<file path="src/rtl/trap_pkg.sv">
package trap_pkg;

  typedef struct packed {
    logic sm;
    logic ie;
    logic c;
  } stat_t;

  typedef enum logic [2:0] {
    ACT_NONE = 3'd0,
    ACT_AE   = 3'd1,
    ACT_FP   = 3'd2,
    ACT_RTE  = 3'd3,
    ACT_WR   = 3'd4
  } act_e;

endpackage

</file>
<file path="src/rtl/trap_fp_gate.sv">
module trap_fp_gate #(
  parameter int N_CAUSE = 5
) (
  input  logic               fp_valid,
  input  logic [N_CAUSE-1:0] fp_cause,
  input  logic [N_CAUSE-1:0] fp_en,
  input  logic               fp_unimpl,
  output logic               fp_hit
);

  logic [N_CAUSE-1:0] qual;

  // per-cause qualification
  for (genvar i = 0; i < N_CAUSE; i++) begin : g_cause
    assign qual[i] = fp_cause[i] & fp_en[i];
  end

  assign fp_hit = fp_valid & (fp_unimpl | (|qual));

endmodule

</file>
<file path="src/rtl/trap_arbiter.sv">
module trap_arbiter
  import trap_pkg::*;
(
  input  logic clk,
  input  logic rst_sn,
  input  logic run,
  input  logic busy,
  input  logic ae_req,
  input  logic fp_hit,
  input  logic rte_req,
  input  logic stat_we,
  output act_e act
);

  logic pend_q, pend_d;

  // priority, R10 nothing taken while flushing
  always_comb begin
    act = ACT_NONE;
    if (run && !busy) begin
      if (ae_req)               act = ACT_AE;
      else if (pend_q | fp_hit) act = ACT_FP;
      else if (rte_req)         act = ACT_RTE;
      else if (stat_we)         act = ACT_WR;
    end
  end

  always_comb begin
    pend_d = (pend_q | fp_hit) & (act != ACT_FP);
  end

  always_ff @(posedge clk or negedge rst_sn) begin
    if (!rst_sn) pend_q <= 1'b0;
    else         pend_q <= pend_d;
  end

  a_r8_fp_held : assert property (@(posedge clk) disable iff (!rst_sn)
    (fp_hit && act == ACT_AE) |=> pend_q);

  a_r10_busy_idle : assert property (@(posedge clk) disable iff (!rst_sn)
    busy |-> act == ACT_NONE);

endmodule

</file>
<file path="src/rtl/trap_state_bank.sv">
module trap_state_bank
  import trap_pkg::*;
#(
  parameter int ADDR_W = 32,
  parameter int ALIGN  = 2
) (
  input  logic              clk,
  input  logic              rst_sn,
  input  act_e              act,
  input  logic [ADDR_W-1:0] cur_pc,
  input  stat_t             wr_val,
  output stat_t             live_q,
  output stat_t             bk_q,
  output logic [ADDR_W-1:0] bpc_q
);

  stat_t             live_d, bk_d;
  logic [ADDR_W-1:0] bpc_d;
  logic [ADDR_W-1:0] pc_aligned;

  assign pc_aligned = {cur_pc[ADDR_W-1:ALIGN], {ALIGN{1'b0}}};

  always_comb begin
    live_d = live_q;
    bk_d   = bk_q;
    bpc_d  = bpc_q;
    case (act)
      ACT_AE: begin
        bk_d      = live_q;
        live_d.ie = 1'b0;
        live_d.c  = 1'b0;
        bpc_d     = pc_aligned;
      end
      ACT_FP: begin
        bk_d      = live_q;
        live_d.ie = 1'b0;
        live_d.c  = 1'b0;
        bpc_d     = cur_pc;
      end
      ACT_RTE: live_d = bk_q;
      ACT_WR:  live_d = wr_val;
      default: ;
    endcase
  end

  always_ff @(posedge clk or negedge rst_sn) begin
    if (!rst_sn) begin
      live_q <= '0;
      bk_q   <= '0;
      bpc_q  <= '0;
    end else begin
      live_q <= live_d;
      bk_q   <= bk_d;
      bpc_q  <= bpc_d;
    end
  end

  a_r2_backup : assert property (@(posedge clk) disable iff (!rst_sn)
    (act == ACT_AE || act == ACT_FP) |=> bk_q == $past(live_q));

  a_r3_update : assert property (@(posedge clk) disable iff (!rst_sn)
    (act == ACT_AE || act == ACT_FP) |=>
      (!live_q.ie && !live_q.c && live_q.sm == $past(live_q.sm)));

  a_r5_align : assert property (@(posedge clk) disable iff (!rst_sn)
    act == ACT_AE |=> bpc_q[ALIGN-1:0] == '0);

  a_r9_restore : assert property (@(posedge clk) disable iff (!rst_sn)
    act == ACT_RTE |=> (live_q == $past(bk_q) && $stable(bk_q)));

endmodule

</file>
<file path="src/rtl/trap_sequencer.sv">
module trap_sequencer
  import trap_pkg::*;
#(
  parameter int              ADDR_W  = 32,
  parameter int              N_CAUSE = 5,
  parameter int              ALIGN   = 2,
  parameter logic [ADDR_W-1:0] AE_VEC = 32'h0000_0030,
  parameter logic [ADDR_W-1:0] FP_VEC = 32'h0000_0010
) (
  input  logic              clk,
  input  logic              rst_n,
  input  logic              ae_req,
  input  logic [ADDR_W-1:0] cur_pc,
  input  logic              fp_valid,
  input  logic [N_CAUSE-1:0] fp_cause,
  input  logic [N_CAUSE-1:0] fp_en,
  input  logic              fp_unimpl,
  input  logic              rte_req,
  input  logic              stat_we,
  input  logic [2:0]        stat_wdata,
  output logic              redir_valid,
  output logic [ADDR_W-1:0] redir_addr,
  output logic              pipe_flush,
  output logic [ADDR_W-1:0] bpc,
  output logic [2:0]        stat,
  output logic [2:0]        stat_bk
);

  // reset: asserted asynchronously, released after two clock edges
  logic [1:0] rst_pipe;
  logic       rst_sn;

  always_ff @(posedge clk or negedge rst_n) begin
    if (!rst_n) rst_pipe <= 2'b00;
    else        rst_pipe <= {rst_pipe[0], 1'b1};
  end
  assign rst_sn = rst_pipe[1];

  logic              fp_hit;
  act_e              act;
  stat_t             live_q, bk_q, wr_val;
  logic [ADDR_W-1:0] bpc_q;
  logic              rv_q, rv_d;
  logic [ADDR_W-1:0] tgt_q, tgt_d;

  assign wr_val = stat_t'(stat_wdata);

  trap_fp_gate #(.N_CAUSE(N_CAUSE)) u_gate (
    .fp_valid (fp_valid),
    .fp_cause (fp_cause),
    .fp_en    (fp_en),
    .fp_unimpl(fp_unimpl),
    .fp_hit   (fp_hit)
  );

  trap_arbiter u_arb (
    .clk    (clk),
    .rst_sn (rst_sn),
    .run    (rst_sn),
    .busy   (rv_q),
    .ae_req (ae_req),
    .fp_hit (fp_hit),
    .rte_req(rte_req),
    .stat_we(stat_we),
    .act    (act)
  );

  trap_state_bank #(.ADDR_W(ADDR_W), .ALIGN(ALIGN)) u_bank (
    .clk   (clk),
    .rst_sn(rst_sn),
    .act   (act),
    .cur_pc(cur_pc),
    .wr_val(wr_val),
    .live_q(live_q),
    .bk_q  (bk_q),
    .bpc_q (bpc_q)
  );

  // redirect next state
  always_comb begin
    rv_d  = 1'b0;
    tgt_d = tgt_q;
    case (act)
      ACT_AE:  begin rv_d = 1'b1; tgt_d = AE_VEC; end
      ACT_FP:  begin rv_d = 1'b1; tgt_d = FP_VEC; end
      ACT_RTE: begin rv_d = 1'b1; tgt_d = bpc_q;  end
      default: ;
    endcase
  end

  always_ff @(posedge clk or negedge rst_sn) begin
    if (!rst_sn) begin
      rv_q  <= 1'b0;
      tgt_q <= '0;
    end else begin
      rv_q <= rv_d;
      if (rv_d) tgt_q <= tgt_d;
    end
  end

  assign redir_valid = rv_q;
  assign pipe_flush  = rv_q;
  assign redir_addr  = tgt_q;
  assign bpc         = bpc_q;
  assign stat        = live_q;
  assign stat_bk     = bk_q;

  a_r4_ae_vector : assert property (@(posedge clk) disable iff (!rst_sn)
    act == ACT_AE |=> (redir_valid && redir_addr == AE_VEC));

  a_r7_fp_vector : assert property (@(posedge clk) disable iff (!rst_sn)
    act == ACT_FP |=> (redir_valid && redir_addr == FP_VEC));

  a_r9_rte_target : assert property (@(posedge clk) disable iff (!rst_sn)
    act == ACT_RTE |=> redir_addr == $past(bpc_q));

  a_r10_one_cycle : assert property (@(posedge clk) disable iff (!rst_sn)
    redir_valid |=> !redir_valid);

endmodule

</file>
<file path="config.mk">
export PLATFORM = sky130hd
export DESIGN_NAME = trap_sequencer
export DESIGN_NICKNAME = d
export VERILOG_FILES = /design/src/rtl/trap_pkg.sv /design/src/rtl/trap_fp_gate.sv /design/src/rtl/trap_arbiter.sv /design/src/rtl/trap_state_bank.sv /design/src/rtl/trap_sequencer.sv
export SDC_FILE = /design/constraint.sdc
export NUM_CORES = 1
export LEC_CHECK = 0
export BUFFER_PORTS_ARGS = -buffer_cell sky130_fd_sc_hd__buf_2
export CELL_PAD_IN_SITES_DETAIL_PLACEMENT = 1
export CELL_PAD_IN_SITES_GLOBAL_PLACEMENT = 2
export CORE_MARGIN = 4
export CORE_UTILIZATION = 25
export DETAILED_ROUTE_END_ITERATION = 7
export GPL_ROUTABILITY_DRIVEN = 1
export MAX_ROUTING_LAYER = met4
export PLACE_DENSITY_LB_ADDON = 0.1
export SLEW_MARGIN = 0
export SYNTH_ARGS = -nofsm -noshare
export SYNTH_HDL_FRONTEND = slang
export SYNTH_SLANG_ARGS = --single-unit
</file>
<file path="constraint.sdc">
create_clock -name clk -period 2.3 [get_ports clk]
set_clock_uncertainty 0.15 [all_clocks]
set_input_delay 0.345 -clock clk [delete_from_list [all_inputs] [get_ports clk]]
set_output_delay 0.345 -clock clk [all_outputs]
set_load 0.02 [all_outputs]
</file>
# [Word-level counts from Yosys, hierarchy flattened]
# Cells that the tools add are included.
[word_totals] regBits=74 input_bits=52 output_inout_bits=72
[classes] eq_ne=5 n_mux=10 n_bitwise=9 n_reduce_logical=10
[op_table] op="$pmux W32 S3" n=1
[op_table] op="$pmux W32 S2" n=1
[op_table] op="$mux W3" n=5
[op_table] op="$and A1 B1 Y1" n=7
[op_table] op="$eq A3 B2 Y1 const B" n=2
[op_table] op="$pmux W2 S3" n=1
[op_table] op="$reduce_bool A3 Y1" n=2
[op_table] op="$reduce_or A5 Y1" n=1
[op_table] op="$reduce_bool A2 Y1" n=2
[op_table] op="$eq A3 B1 Y1 const B" n=1
[op_table] op="$eq A3 B3 Y1 const B" n=1
[op_table] op="$ne A3 B2 Y1 const B" n=1
[op_table] op="$reduce_or A3 Y1" n=1
[op_table] op="$or A1 B1 Y1" n=2
[op_table] op="$pmux W1 S2" n=1
[op_table] op="$reduce_and A2 Y1" n=1
[op_table] op="$reduce_or A2 Y1" n=1
[op_table] op="$logic_and A1 B1 Y1" n=1
[op_table] op="$logic_not A1 Y1" n=1
[op_table] op="$mux W1" n=1

# [Logic depth before layout (Yosys ltp)]
[depth] depth_word=12 mapped_depth=6 depth_no_buf=5

# [Modules after synthesis]
# A second synthesis with hierarchy kept.
[hier_totals] hier_cells=202 hier_area_um2=3128.0
[modules_own_cells] module="trap_state_bank" n_inst=1 cells_each=104 area_per_inst_um2=1735.4 seq_area_each_um2=950.9
[modules_own_cells] module="trap_sequencer" n_inst=1 cells_each=83 area_per_inst_um2=1273.7 seq_area_each_um2=875.8
[modules_own_cells] module="trap_arbiter" n_inst=1 cells_each=10 area_per_inst_um2=88.8 seq_area_each_um2=25.0
[modules_own_cells] module="trap_fp_gate" n_inst=1 cells_each=5 area_per_inst_um2=30.0 seq_area_each_um2=0.0

# [Worst setup path after synthesis]
# OpenSTA, ideal clock, no wires.
[synth_path] path_type="reg-to-reg" start="register rst_pipe[1]" end="register tgt_q[22], in the netlist redir_addr[22]" t_arrival_ns=3.037 path_slack_ns=-0.951 path_stages_with_launch=7 path_buffers=2 synth_period_minus_slack_ns=3.251 path_cell_list="dfrtp_1 -> nor3b_4 -> and2_4 -> and2_2 -> buf_6 -> clkbuf_8 -> a22o_2"
[synth_via] elab_chain_len=6 word_cells_on_any_way=10 cone_classes="3 x eq/ne; 3 x mux; 4 x reduce/logical"
[synth_rtl] element="start: declaration" line_no="trap_sequencer.sv:30" rtl="logic [1:0] rst_pipe;"
[synth_rtl] element="start signal: assignment" line_no="trap_sequencer.sv:35" rtl="else rst_pipe <= {rst_pipe[0], 1'b1};"
[synth_rtl] element="$logic_and A1 B1 Y1 (*)" line_no="trap_arbiter.sv:20" rtl="if (run && !busy) begin"
[synth_rtl] element="$mux W3 (*)" line_no="trap_arbiter.sv:20"
[synth_rtl] element="$eq A3 B1 Y1 or $eq A3 B2 Y1 (tied branches)" line_no="trap_sequencer.sv:83" rtl="case (act)"
[synth_rtl] element="$reduce_or A3 Y1 (no line)"
[synth_rtl] element="$mux W1" line_no="trap_sequencer.sv:83"
[synth_rtl] element="$reduce_and A2 Y1 (no line)"
[synth_rtl] element="end signal: assignment" line_no="trap_sequencer.sv:97" rtl="if (rv_d) tgt_q <= tgt_d;"
[synth_rtl] element="end: declaration" line_no="trap_sequencer.sv:44" rtl="logic [ADDR_W-1:0] tgt_q, tgt_d;"
# Every way passes the cells marked *; elsewhere a longest branch is shown, timed or not.
# A chain may end at the register's enable or synchronous reset.

# [Worst setup path after layout]
[layout_path] start="register u_arb.pend_q" end="register u_bank.bpc_q[25]"
[layout_via] elab_chain_len=6 word_cells_on_any_way=7 cone_classes="2 x eq/ne; 3 x mux; 1 x bitwise; 1 x reduce/logical"
[layout_rtl] element="start: declaration" line_no="trap_arbiter.sv:15" rtl="logic pend_q, pend_d;"
[layout_rtl] element="start signal: assignment" line_no="trap_arbiter.sv:34" rtl="else pend_q <= pend_d;"
[layout_rtl] element="$or A1 B1 Y1 (*)" line_no="trap_arbiter.sv:22" rtl="else if (pend_q | fp_hit) act = ACT_FP;"
[layout_rtl] element="$mux W3 (*)" line_no="trap_arbiter.sv:22"
[layout_rtl] element="$mux W3 (*)" line_no="trap_arbiter.sv:21" rtl="if (ae_req) act = ACT_AE;"
[layout_rtl] element="$mux W3 (*)" line_no="trap_arbiter.sv:20"
[layout_rtl] element="$eq A3 B1 Y1 or $eq A3 B2 Y1 (tied branches)" line_no="trap_state_bank.sv:27" rtl="case (act)"
[layout_rtl] element="$reduce_bool A2 Y1 (no line) (*)"
[layout_rtl] element="end signal: assignment" line_no="trap_state_bank.sv:54" rtl="bpc_q <= bpc_d;"
[layout_rtl] element="end: declaration" line_no="trap_state_bank.sv:14" rtl="output logic [ADDR_W-1:0] bpc_q"
# Marked as above.

==> flow_metrics.env <==
export IMPL_n_antenna_cell=0
export IMPL_vias_per_cell=4.451
export IMPL_slew_limit_headroom_pct=55.88
export IMPL_grt_ovfl_total=0
export IMPL_p_seq_share_pct=42.8
export IMPL_setup_slack_ns=0.3408
export IMPL_mean_instance_size_in_the_synthesized_netlist_sq_um=14.97
export IMPL_grt_pass1_vias=2287
export IMPL_fillerInstances=1259
export IMPL_tritoncts="built"
export IMPL_cts_made_buffers=9
export IMPL_critical_path_reg2reg_endpoint="u_bank.bpc_q[25]"
export IMPL_antenna_found_initial=0
export IMPL_insertion_delay_ns=0.33
export IMPL_global_route_usage_total_pct=12.51
export IMPL_ctsResizeCount=0
export IMPL_power_per_cell_area_nw_per_um2=910.6
export IMPL_finalSetupTns_ns=0
export IMPL_drt_first_iter_violations=76
export IMPL_worst_r2r_path_depth=5
export IMPL_sw_frac_of_total_pct=28.59
export IMPL_post_place_worst_slack_ns=0.1580
export IMPL_drc_errors=0
export IMPL_period_share_pct=85.18
export IMPL_drt_wl_total_um=8065
export IMPL_synth_nets=248
export IMPL_critPathRequiredTime_ns=2.36
export IMPL_syn_instance_count=196
export IMPL_netsw_mw=1.044
export IMPL_vdd_drop_max_mv=0.2887
export IMPL_timing_critical_path_to_type="register"
export IMPL_clockBufferDepth=2
export IMPL_chipWidth_um=116.3
export IMPL_fp_dieH_um=116.3
export IMPL_post_layout_total_power_mw=3.653
export IMPL_area_delta_synth_final_pct=36.72
export IMPL_die_area_sq_um=13530
export IMPL_critical_path_max_fanout=33
export IMPL_min_period_ns=1.959
export IMPL_setup_repair_after_global_routing_missed_its_margin="no"
export IMPL_run_status="finished, final reports clean"
export IMPL_io_buffers=123
export IMPL_placement_rows=39
export IMPL_synth_seq_area_share_pct=63.11
export IMPL_coreArea_sq_um=11470
export IMPL_finalSetupViolations=0
export IMPL_place_hpwl_um=5739
export IMPL_cell_internal_pwr_mw=2.608
export IMPL_nets=378
export IMPL_gp_routability_congestion=0.7187
export IMPL_io_pins=124
export IMPL_syn_cell_area_sq_um=2934
export IMPL_ys_warn_count=0
export IMPL_drt_first_pass_iters=4
export IMPL_r2r_start="u_arb.pend_q"
export IMPL_clock_sinks=74
export IMPL_routed_via_count=2110
export IMPL_layout_drive_gt1_share_pct=59.52
export IMPL_drt_antenna_violating_nets=0
export IMPL_max_clock_freq_ghz=0.5104
export IMPL_max_cap_viols=0
export IMPL_finalHoldViolations=0
export IMPL_worst_ep_arrival_time_ns=2.02
export IMPL_final_max_slew_viol_count=0
export IMPL_seqCellArea_sq_um=1856
export IMPL_synth_seq_cells=74
export IMPL_worst_setup_path_type="register to register"
export IMPL_initial_utilization_pct=25.59
export IMPL_clock_tree_root_cell="sky130_fd_sc_hd__clkbuf_16"
export IMPL_timing_startpoint_of_the_critical_path="u_arb.pend_q"
export IMPL_grt_start_max_net_pins=52
export IMPL_regToRegSetupSlack_ns=0.34
export IMPL_drt_wirelength_per_cell_um=17.01
export IMPL_power_frac_clock_pct=38.7
export IMPL_class_of_the_tightest_hold_or_removal_check="register to asynchronous set/reset pin"
export IMPL_htree_levels=3
export IMPL_multi_input_comb_area_sq_um=959.7
export IMPL_wire_length_of_the_first_global_routing_pass_um=12520
export IMPL_worst_setup_hold_path_clk_slew_ns=0.06
export IMPL_netlist_cell_type_count=34
export IMPL_worst_pin_slew_ns=0.6619
export IMPL_worstSetupEndpoint="u_bank.bpc_q[25]"
export IMPL_leakage_dissipation_nw=2.024
export IMPL_critical_path_startpoint_type="register"
export IMPL_power_frac_comb_pct=18.5
cells by family (layout without fill, tap and decap cells):
| family | count (synthesis) | in the layout | synth area share [%] |
|---|---|---|---|
| flip-flops | 74 | 74 | 63.11 |
| AO/OA/AOI/OAI | 48 | 48 | 14.29 |
| multiplexers | 35 | 35 | 13.35 |
| AND/OR/NAND/NOR | 24 | 24 | 4.946 |
| buffers and inverters | 14 | 149 | 4.179 |
| other | 1 | 1 | 0.1278 |
cells in the mapped netlist, drive strengths merged:
library cell | number | area [sq um]
nand4b | 1 | 8.760
nor3b | 1 | 18.77
mux2i | 2 | 20.02
a21boi | 1 | 7.510
o2bb2ai | 1 | 8.760
a22oi | 2 | 15.01
a211oi | 1 | 12.51
mux2 | 33 | 371.6
nor2b | 2 | 12.51
nand3 | 4 | 20.02
clkbuf | 1 | 13.76
a21o | 1 | 7.510
o21ai | 6 | 41.29
a31o | 1 | 8.760
conb | 1 | 3.750
nor2 | 4 | 15.01
a22o | 30 | 275.3
nand4 | 2 | 12.51
buf | 11 | 101.4
and2 | 5 | 36.28
nand2b | 1 | 6.260
o211ai | 2 | 15.01
inv | 2 | 7.510
dfrtp | 74 | 1852
a2bb2oi | 1 | 8.760
nand2 | 4 | 15.01
a31oi | 2 | 18.77
layout by cell type (no fill, tap or decap), drive strengths merged:
cell	count
a211oi	1
a21boi	1
a21o	1
a22o	30
a22oi	2
a2bb2oi	1
a31o	1
a31oi	2
and2	5
buf	130
bufinv	1
clkbuf	11
clkinv	3
clkinvlp	1
conb	1
dfrtp	74
dlygate4sd3	1
inv	2
mux2	33
mux2i	2
nand2	4
nand2b	1
nand3	4
nand4	2
nand4b	1
nor2	4
nor2b	2
nor3b	1
o211ai	2
o21ai	6
o2bb2ai	1
metal layers:
layer	GRT usage [%]	wire, um	part of all wire, %	vias up
li1	-	-	-	978
met1	16.02	3521	44	1052
met2	19.49	3916	49	74
met3	3.005	543	6.7	6
met4	4.176	84	1.0	0
met5	-	0	0	-
registers in the layout, indices dropped and copies added (netlist names):
register	cells
rst_pipe	2
u_arb.pend_q	1
u_bank.bk_q	3
pipe_flush	1
redir_addr	32
u_bank.bpc_q	32
u_bank.live_q	3
critical path, stage by stage, from the launching register on:
cell and delay, ns:
sky130_fd_sc_hd__dfrtp_1 0.39, sky130_fd_sc_hd__a211oi_2 0.20, sky130_fd_sc_hd__a31oi_2 0.25, sky130_fd_sc_hd__o21ai_4 0.22, sky130_fd_sc_hd__buf_12 0.24, sky130_fd_sc_hd__mux2_2 0.36
layout make-up:
cell class	count	share of cell area [%]
Sequential cell	74	46.26
Multi-Input combinational cell	108	23.92
Timing Repair Buffer	131	17.53
Clock buffer	11	6.051
Tap cell	143	4.460
Clock inverter	5	1.591
Inverter	2	0.1871
power by group through the flow:
stage	logic, mW	clock network, mW	registers, mW
3_5_place_dp	0.693	0	1.59
5_1_grt	0.732	1.54	1.59
3_3_place_gp	0.686	0	1.59
2_1_floorplan	0.229	0	1.77
4_1_cts	0.695	1.47	1.57
6_report	0.677	1.41	1.56
worst min path at each step:
stage | start | end | slack, ns
after floorplan | rst_n | rst_pipe[0] | -0.10
after global placement | rst_n | rst_pipe[0] | -0.02
after detailed placement | rst_n | rst_pipe[0] | -0.01
after CTS | rst_pipe[1] | u_bank.live_q[2] | 0.009
after global routing | rst_pipe[1] | u_bank.live_q[2] | 0.02
final | rst_pipe[1] | u_bank.live_q[2] | 0.0008
through the flow:
stage          std cells  util, %  area [sq um]  hold WS (ns)
2_1_floorplan        196        -          2938       -0.1006
3_3_place_gp         457    32.22          3695      -0.01530
3_5_place_dp         457    32.22          3695      -0.01395
4_1_cts              474    34.98          4011      0.009198
5_1_grt              474    34.98          4011       0.01922
6_report             474    34.98          4011     0.0008335
what timing repair did:
action / CTS / global route
hold endpoints to repair: 2 / 0
hold buffers: 1 / 0
setup buffers: 0 / 0
Power figures use the tool's default switching activity.
